File: src/rtl/lvds_mux_pkg.sv
package lvds_mux_pkg;
  localparam int SLOTS = 7;
  localparam logic [SLOTS-1:0] CLK_PATTERN = 7'b1100011;
endpackage

File: src/rtl/lvds_bit_sel.sv
module lvds_bit_sel #(
  parameter int SRC_W = 28,
  parameter int IDX_W = 5,
  parameter int SLOTS = 7
) (
  input  logic [SRC_W-1:0]       word,
  input  logic [SLOTS*IDX_W-1:0] sel,
  output logic [SLOTS-1:0]       bits
);
  localparam int EXT_W = 1 << IDX_W;

  logic [EXT_W-1:0] ext;

  // indices past the source width land on zero padding
  always_comb begin
    ext = '0;
    ext[SRC_W-1:0] = word;
  end

  for (genvar s = 0; s < SLOTS; s++) begin : g_slot
    assign bits[s] = ext[sel[s*IDX_W +: IDX_W]];
  end
endmodule

File: src/rtl/lvds_slot_timer.sv
module lvds_slot_timer #(
  parameter int SLOTS = 7,
  localparam int CW = $clog2(SLOTS)
) (
  input  logic          clk,
  input  logic          rst_n,
  input  logic          run,
  output logic [CW-1:0] slot,
  output logic          last
);
  localparam logic [CW-1:0] LAST_SLOT = CW'(SLOTS - 1);

  assign last = (slot == LAST_SLOT);

  always_ff @(posedge clk or negedge rst_n) begin
    if (!rst_n)     slot <= LAST_SLOT;
    else if (!run)  slot <= LAST_SLOT;
    else if (last)  slot <= '0;
    else            slot <= slot + 1'b1;
  end

  AST_SLOT_STEP: assert property (@(posedge clk) disable iff (!rst_n)
    (run && !last) |=> (slot == $past(slot) + 1'b1));
endmodule

File: src/rtl/lvds_lane_shift.sv
module lvds_lane_shift #(
  parameter int W = 7
) (
  input  logic         clk,
  input  logic         rst_n,
  input  logic         clear,
  input  logic         load,
  input  logic         shift,
  input  logic [W-1:0] din,
  output logic         dout
);
  logic [W-1:0] sh;

  always_ff @(posedge clk or negedge rst_n) begin
    if (!rst_n)      sh <= '0;
    else if (clear)  sh <= '0;
    else if (load)   sh <= din;
    else if (shift)  sh <= {sh[W-2:0], 1'b0};
  end

  assign dout = sh[W-1];

  AST_LOAD_CAPTURE: assert property (@(posedge clk) disable iff (!rst_n)
    (load && !clear) |=> (dout == $past(din[W-1])));
endmodule

File: src/rtl/lvds_lane_mux_ser.sv
module lvds_lane_mux_ser
  import lvds_mux_pkg::*;
#(
  parameter int SRC_W = 28,
  parameter int LANES = 4,
  parameter int IDX_W = 5
) (
  input  logic                         clk,
  input  logic                         rst_n,
  input  logic                         ser_en,
  input  logic                         intf_en,
  input  logic                         dual_mode,
  input  logic                         ch_swap,
  input  logic [2*LANES-1:0]           lane_en,
  input  logic [LANES*SLOTS*IDX_W-1:0] sel_idx,
  input  logic                         pix_valid,
  output logic                         pix_ready,
  input  logic [SRC_W-1:0]             pix_data,
  output logic [LANES-1:0]             a_data,
  output logic                         a_clk,
  output logic [LANES-1:0]             b_data,
  output logic                         b_clk
);
  localparam int LANE_CFG_W = SLOTS * IDX_W;
  localparam int CW = $clog2(SLOTS);

  logic [CW-1:0]    slot;
  logic             last;
  logic             load;
  logic             shift;
  logic             fire;
  logic [LANES-1:0] lane_bits;
  logic             clk_bit;
  logic             drive;
  logic [LANES-1:0] chan_a, chan_b;
  logic             ck_a, ck_b;

  lvds_slot_timer #(.SLOTS(SLOTS)) i_timer (
    .clk(clk), .rst_n(rst_n), .run(ser_en), .slot(slot), .last(last)
  );

  assign pix_ready = ser_en && last;
  assign fire      = pix_valid && pix_ready;
  assign load      = ser_en && last;
  assign shift     = ser_en && !last;

  for (genvar l = 0; l < LANES; l++) begin : g_lane
    logic [SLOTS-1:0] picked;
    logic [SLOTS-1:0] frame;

    lvds_bit_sel #(.SRC_W(SRC_W), .IDX_W(IDX_W), .SLOTS(SLOTS)) i_sel (
      .word(pix_data),
      .sel (sel_idx[l*LANE_CFG_W +: LANE_CFG_W]),
      .bits(picked)
    );

    // an empty slot in the stream becomes an all-zero frame
    assign frame = fire ? picked : '0;

    lvds_lane_shift #(.W(SLOTS)) i_shift (
      .clk(clk), .rst_n(rst_n), .clear(!ser_en), .load(load),
      .shift(shift), .din(frame), .dout(lane_bits[l])
    );
  end

  lvds_lane_shift #(.W(SLOTS)) i_clk_lane (
    .clk(clk), .rst_n(rst_n), .clear(!ser_en), .load(load),
    .shift(shift), .din(CLK_PATTERN), .dout(clk_bit)
  );

  assign drive  = ser_en && intf_en;
  assign chan_a = lane_bits & lane_en[LANES-1:0] & {LANES{drive}};
  assign chan_b = lane_bits & lane_en[2*LANES-1:LANES] & {LANES{drive && dual_mode}};
  assign ck_a   = clk_bit && drive;
  assign ck_b   = clk_bit && drive && dual_mode;

  assign a_data = ch_swap ? chan_b : chan_a;
  assign b_data = ch_swap ? chan_a : chan_b;
  assign a_clk  = ch_swap ? ck_b : ck_a;
  assign b_clk  = ch_swap ? ck_a : ck_b;

  AST_QUIET_WHEN_OFF: assert property (@(posedge clk) disable iff (!rst_n)
    !(ser_en && intf_en) |-> (a_data == '0 && b_data == '0 && !a_clk && !b_clk));
  AST_B_IDLE_SINGLE: assert property (@(posedge clk) disable iff (!rst_n)
    (!dual_mode && !ch_swap) |-> (b_data == '0 && !b_clk));
  AST_READY_PERIOD: assert property (@(posedge clk) disable iff (!rst_n)
    (pix_ready && ser_en) |=> !pix_ready);
endmodule

File: config.mk
export PLATFORM = sky130hd
export DESIGN_NAME = lvds_lane_mux_ser
export DESIGN_NICKNAME = d
export VERILOG_FILES = /design/src/rtl/lvds_mux_pkg.sv /design/src/rtl/lvds_bit_sel.sv /design/src/rtl/lvds_slot_timer.sv /design/src/rtl/lvds_lane_shift.sv /design/src/rtl/lvds_lane_mux_ser.sv
export SDC_FILE = /design/constraint.sdc
export NUM_CORES = 1
export LEC_CHECK = 0
export CAP_MARGIN = 30
export CORE_MARGIN = 4
export CORE_UTILIZATION = 53
export CTS_CLUSTER_DIAMETER = 60
export DETAILED_ROUTE_END_ITERATION = 10
export GPL_TIMING_DRIVEN = 0
export PLACE_DENSITY = 0.84
export SLEW_MARGIN = 0
export SYNTH_ARGS = -nofsm -noshare
export SYNTH_HDL_FRONTEND = slang
export SYNTH_SLANG_ARGS = --single-unit
File: constraint.sdc
create_clock -name clk -period 2.2 [get_ports clk]
set_input_delay 0.33 -clock clk [delete_from_list [all_inputs] [get_ports clk]]
set_output_delay 0.33 -clock clk [all_outputs]
set_load 0.05 [all_outputs]
==> results_dict.tcl <==
set metrics [dict create \
    io_pins 194 \
    arrival_ps 2480 \
    cp_cell_sequence "dlygate4sd2_1 -> clkbuf_1 -> mux4_2 -> mux2i_1 -> a21oi_1 -> o21ai_1 -> a21oi_2" \
    hold_viol_final 0 \
    synth_fp_nets 972 \
    violations "negative setup slack" \
    drive_gt1_share_pct 37.32 \
    fillers 1255 \
    routed_wirelength_mm 33.54 \
    start_util_pct 54.21 \
    synthCells 789 \
    htree_levels 2 \
    viasPerCell 7.904 \
    intPower_uw 2328 \
    sw_frac_of_total_pct 37.80 \
    ys_warn_count 0 \
    drtPass1Iterations 6 \
    dp_hpwl_mm 23.17 \
    cpMaxStageDelayCell "dlygate4sd2_1" \
    reg2reg_from "i_timer.slot[0]" \
    grt_antenna_before_repair 3 \
    path_clk_slew_ps 70 \
    p_switching_uw 1414 \
    fp.coreArea_um2 15890 \
    synth_top_cell_area_share_pct 46.56 \
    worst-path-stages 7 \
    finalCritPeriodShare_pct 105.1 \
    skew_ps 14.52 \
    synth-seq-cells 38 \
    cp_max_fo 10 \
    power.total_uw 3742 \
    worst_slew_pin_slew_ps 634.3 \
    fin_area_um2 10350 \
    max_freq_mhz 432.4 \
    power.density_nw_per_um2 361.5 \
    crit_family "buffers and inverters" \
    drc 0 \
    rsz0062_at_grt "true" \
    cp-startpoint "pix_data[4]" \
    synthTopCellsByArea "mux4_2 47%, dfrtp_1 10%, mux2i_1 7.9%" \
    grt_max_degree 27 \
    crit_type "in2reg" \
    cts_made_buffers 5 \
    rows 46 \
    grt.total_usage_pct 35.97 \
    vias 8987 \
    worstPathRequired_ps 2370 \
    ant_nets 0 \
    setup_violations 3 \
    placed_area_um2 10110 \
    end_kind "flop" \
    grt_pass1_wl_mm 50.74 \
    wire_per_inst_um 29.50 \
    die_h_um 135.5 \
    die-area_um2 18350 \
    crit_end "g_lane[1].i_shift.sh[0]" \
    ys.flop_type "dfrtp_1" \
    status "finished with violations" \
    period_minus_slack_ps 2313 \
    r2r_cells 6 \
    cts_root_buf "clkbuf_16" \
    r2r_end "g_lane[0].i_shift.sh[6]" \
    multiInputGateArea_um2 6960 \
    comb_power_share_pct 55.2 \
    synth_edf_count 0 \
    worst_slack_ps -112.8 \
    critPathMaxStageDelay_ps 540 \
    layoutNonFillerInstCount 1137 \
    drtIter0Drc 1437 \
    grt_pass1_vias 9123 \
    hold_class "in2reg" \
    fin_nets 1102 \
    synth.most_common_cell "mux4_2" \
    grt_remaining_overflow 0 \
    slew_headroom_pct 57.71 \
    reg2reg_slack_ps 60 \
    gp_congestion 0.9913 \
    ys_top_cells_by_count "178 x mux4_2, 100 x clkbuf_1, 90 x a21oi_1, 68 x mux2i_1, 36 x dfrtp_1" \
    cts_sinks 38 \
    power_frac_seq_pct 21.0 \
    cp_num_buf_inv 2 \
    netlist_area_um2 8611 \
    cts_buffer_depth 2 \
    yosysTopAreaCell "mux4_2" \
    cts_tree "done" \
    seqCellArea_um2 953.4 \
    yosysSeqAreaShare_pct 11.07 \
    syn2layout_area_growth_pct 20.21 \
    synthArstFlopShare_pct 100.0 \
    cts_setup_buffers 0 \
    insertion_delay_ps 300 \
    port_buffers 121 \
    synth.distinct_cells 41 \
    clockPowerShare_pct 23.8 \
    ir_drop_uv 398.9 \
    syn_avg_cell_area_um2 10.91 \
    cp-start-kind "input pin" \
    drv_cap 0 \
    slew_violations 0 \
    dp.cells 1127 \
    leakage_uw 0.003969 \
    die_w_um 135.5 \
]
-- repair_timing --
item                       CTS  global route
gates resized for setup     92            54
hold endpoints to repair    12             0
setup endpoints to repair   36            33
pin swaps                    0             1
hold buffers                 1             0
-- worst min-delay path: cells and delay by family --
kind	cells	cell delay, ps
buffers and inverters	1	200
and+or+nand+nor	1	100
AOI/OAI and AO/OA	1	40
-- registers in the layout (all words and copies together) (netlist names) --
signal	flops
g_lane.i_shift.sh	28
i_clk_lane.sh	7
i_timer.slot	3
-- how the worst min path moves through the flow --
stage                                 from                       to  slack [ps]  cells past startpoint
after floorplan                      rst_n  g_lane[0].i_shift.sh[0]          30                      0
after global placement    i_clk_lane.sh[4]         i_clk_lane.sh[5]         430                      1
after detailed placement             rst_n  g_lane[2].i_shift.sh[5]         290                      1
after CTS                 i_clk_lane.sh[4]         i_clk_lane.sh[5]         450                      1
after global routing                ser_en          i_timer.slot[0]         450                      3
final                               ser_en          i_timer.slot[0]         430                      3
-- cells by family (layout without fill, tap and decap cells) --
family	count (synthesis)	count (layout)	share of synthesized area, %
and+or+nand+nor	121	121	7.512
AOI/OAI and AO/OA	191	191	15.08
buffers and inverters	166	296	8.297
muxes	273	273	58.04
DFF	38	38	11.07
other	0	2	0
-- through the flow --
stage                     hold WS [ps]  worst slack, ps  util, %  setup TNS [ps]
final                            428.0           -112.8    65.16          -135.8
after global routing             452.3           -25.87    65.13          -25.87
after CTS                        452.9           0.8433    64.97               0
after detailed placement         293.0           -601.8    63.63          -15900
after global placement           433.3           -587.3    63.53          -31610
after floorplan                  34.41            166.4        -               0
-- layer usage --
layer,vias up,part of all wire [%],global-route usage (%)
li1,3459,-,-
met1,4279,32,44.07
met2,1011,44,55.12
met3,234,18,14.71
met4,4,6.0,18.25
met5,-,0.081,0
-- placed cells by master (no fill, tap or decap), types with 15 or more instances in the layout --
| cell type | n |
|---|---|
| dlygate4sd2_1 | 15 |
| inv_1 | 25 |
| nand2_1 | 27 |
| nor2_1 | 23 |
| clkbuf_1 | 48 |
| a21oi_1 | 88 |
| mux4_2 | 178 |
| o211ai_1 | 17 |
| buf_2 | 35 |
| nand3_1 | 26 |
| nand3b_1 | 29 |
| dfrtp_1 | 36 |
| clkdlybuf4s50_1 | 82 |
| mux2i_1 | 68 |
| clkbuf_2 | 52 |
| mux2_2 | 26 |
-- cell type report --
class	count	area share, %
clock buffers	6	1.342
clock inverters	1	0.2901
well taps	216	2.611
inverters	25	0.9066
plain buffers	141	6.648
diodes	2	0.04835
repair buffers	123	11.70
flip-flops and latches	38	9.211
multi-input cells	585	67.24
-- power groups by stage --
stage | combinational [µW] | clock [µW] | sequential (µW)
global placement | 1920 | 0 | 794
floorplan | 1300 | 0 | 783
CTS | 1990 | 883 | 784
global route | 2150 | 912 | 790
detailed placement | 1980 | 0 | 796
finish | 2060 | 892 | 785
No activity file was read; power rests on OpenSTA's default activity.
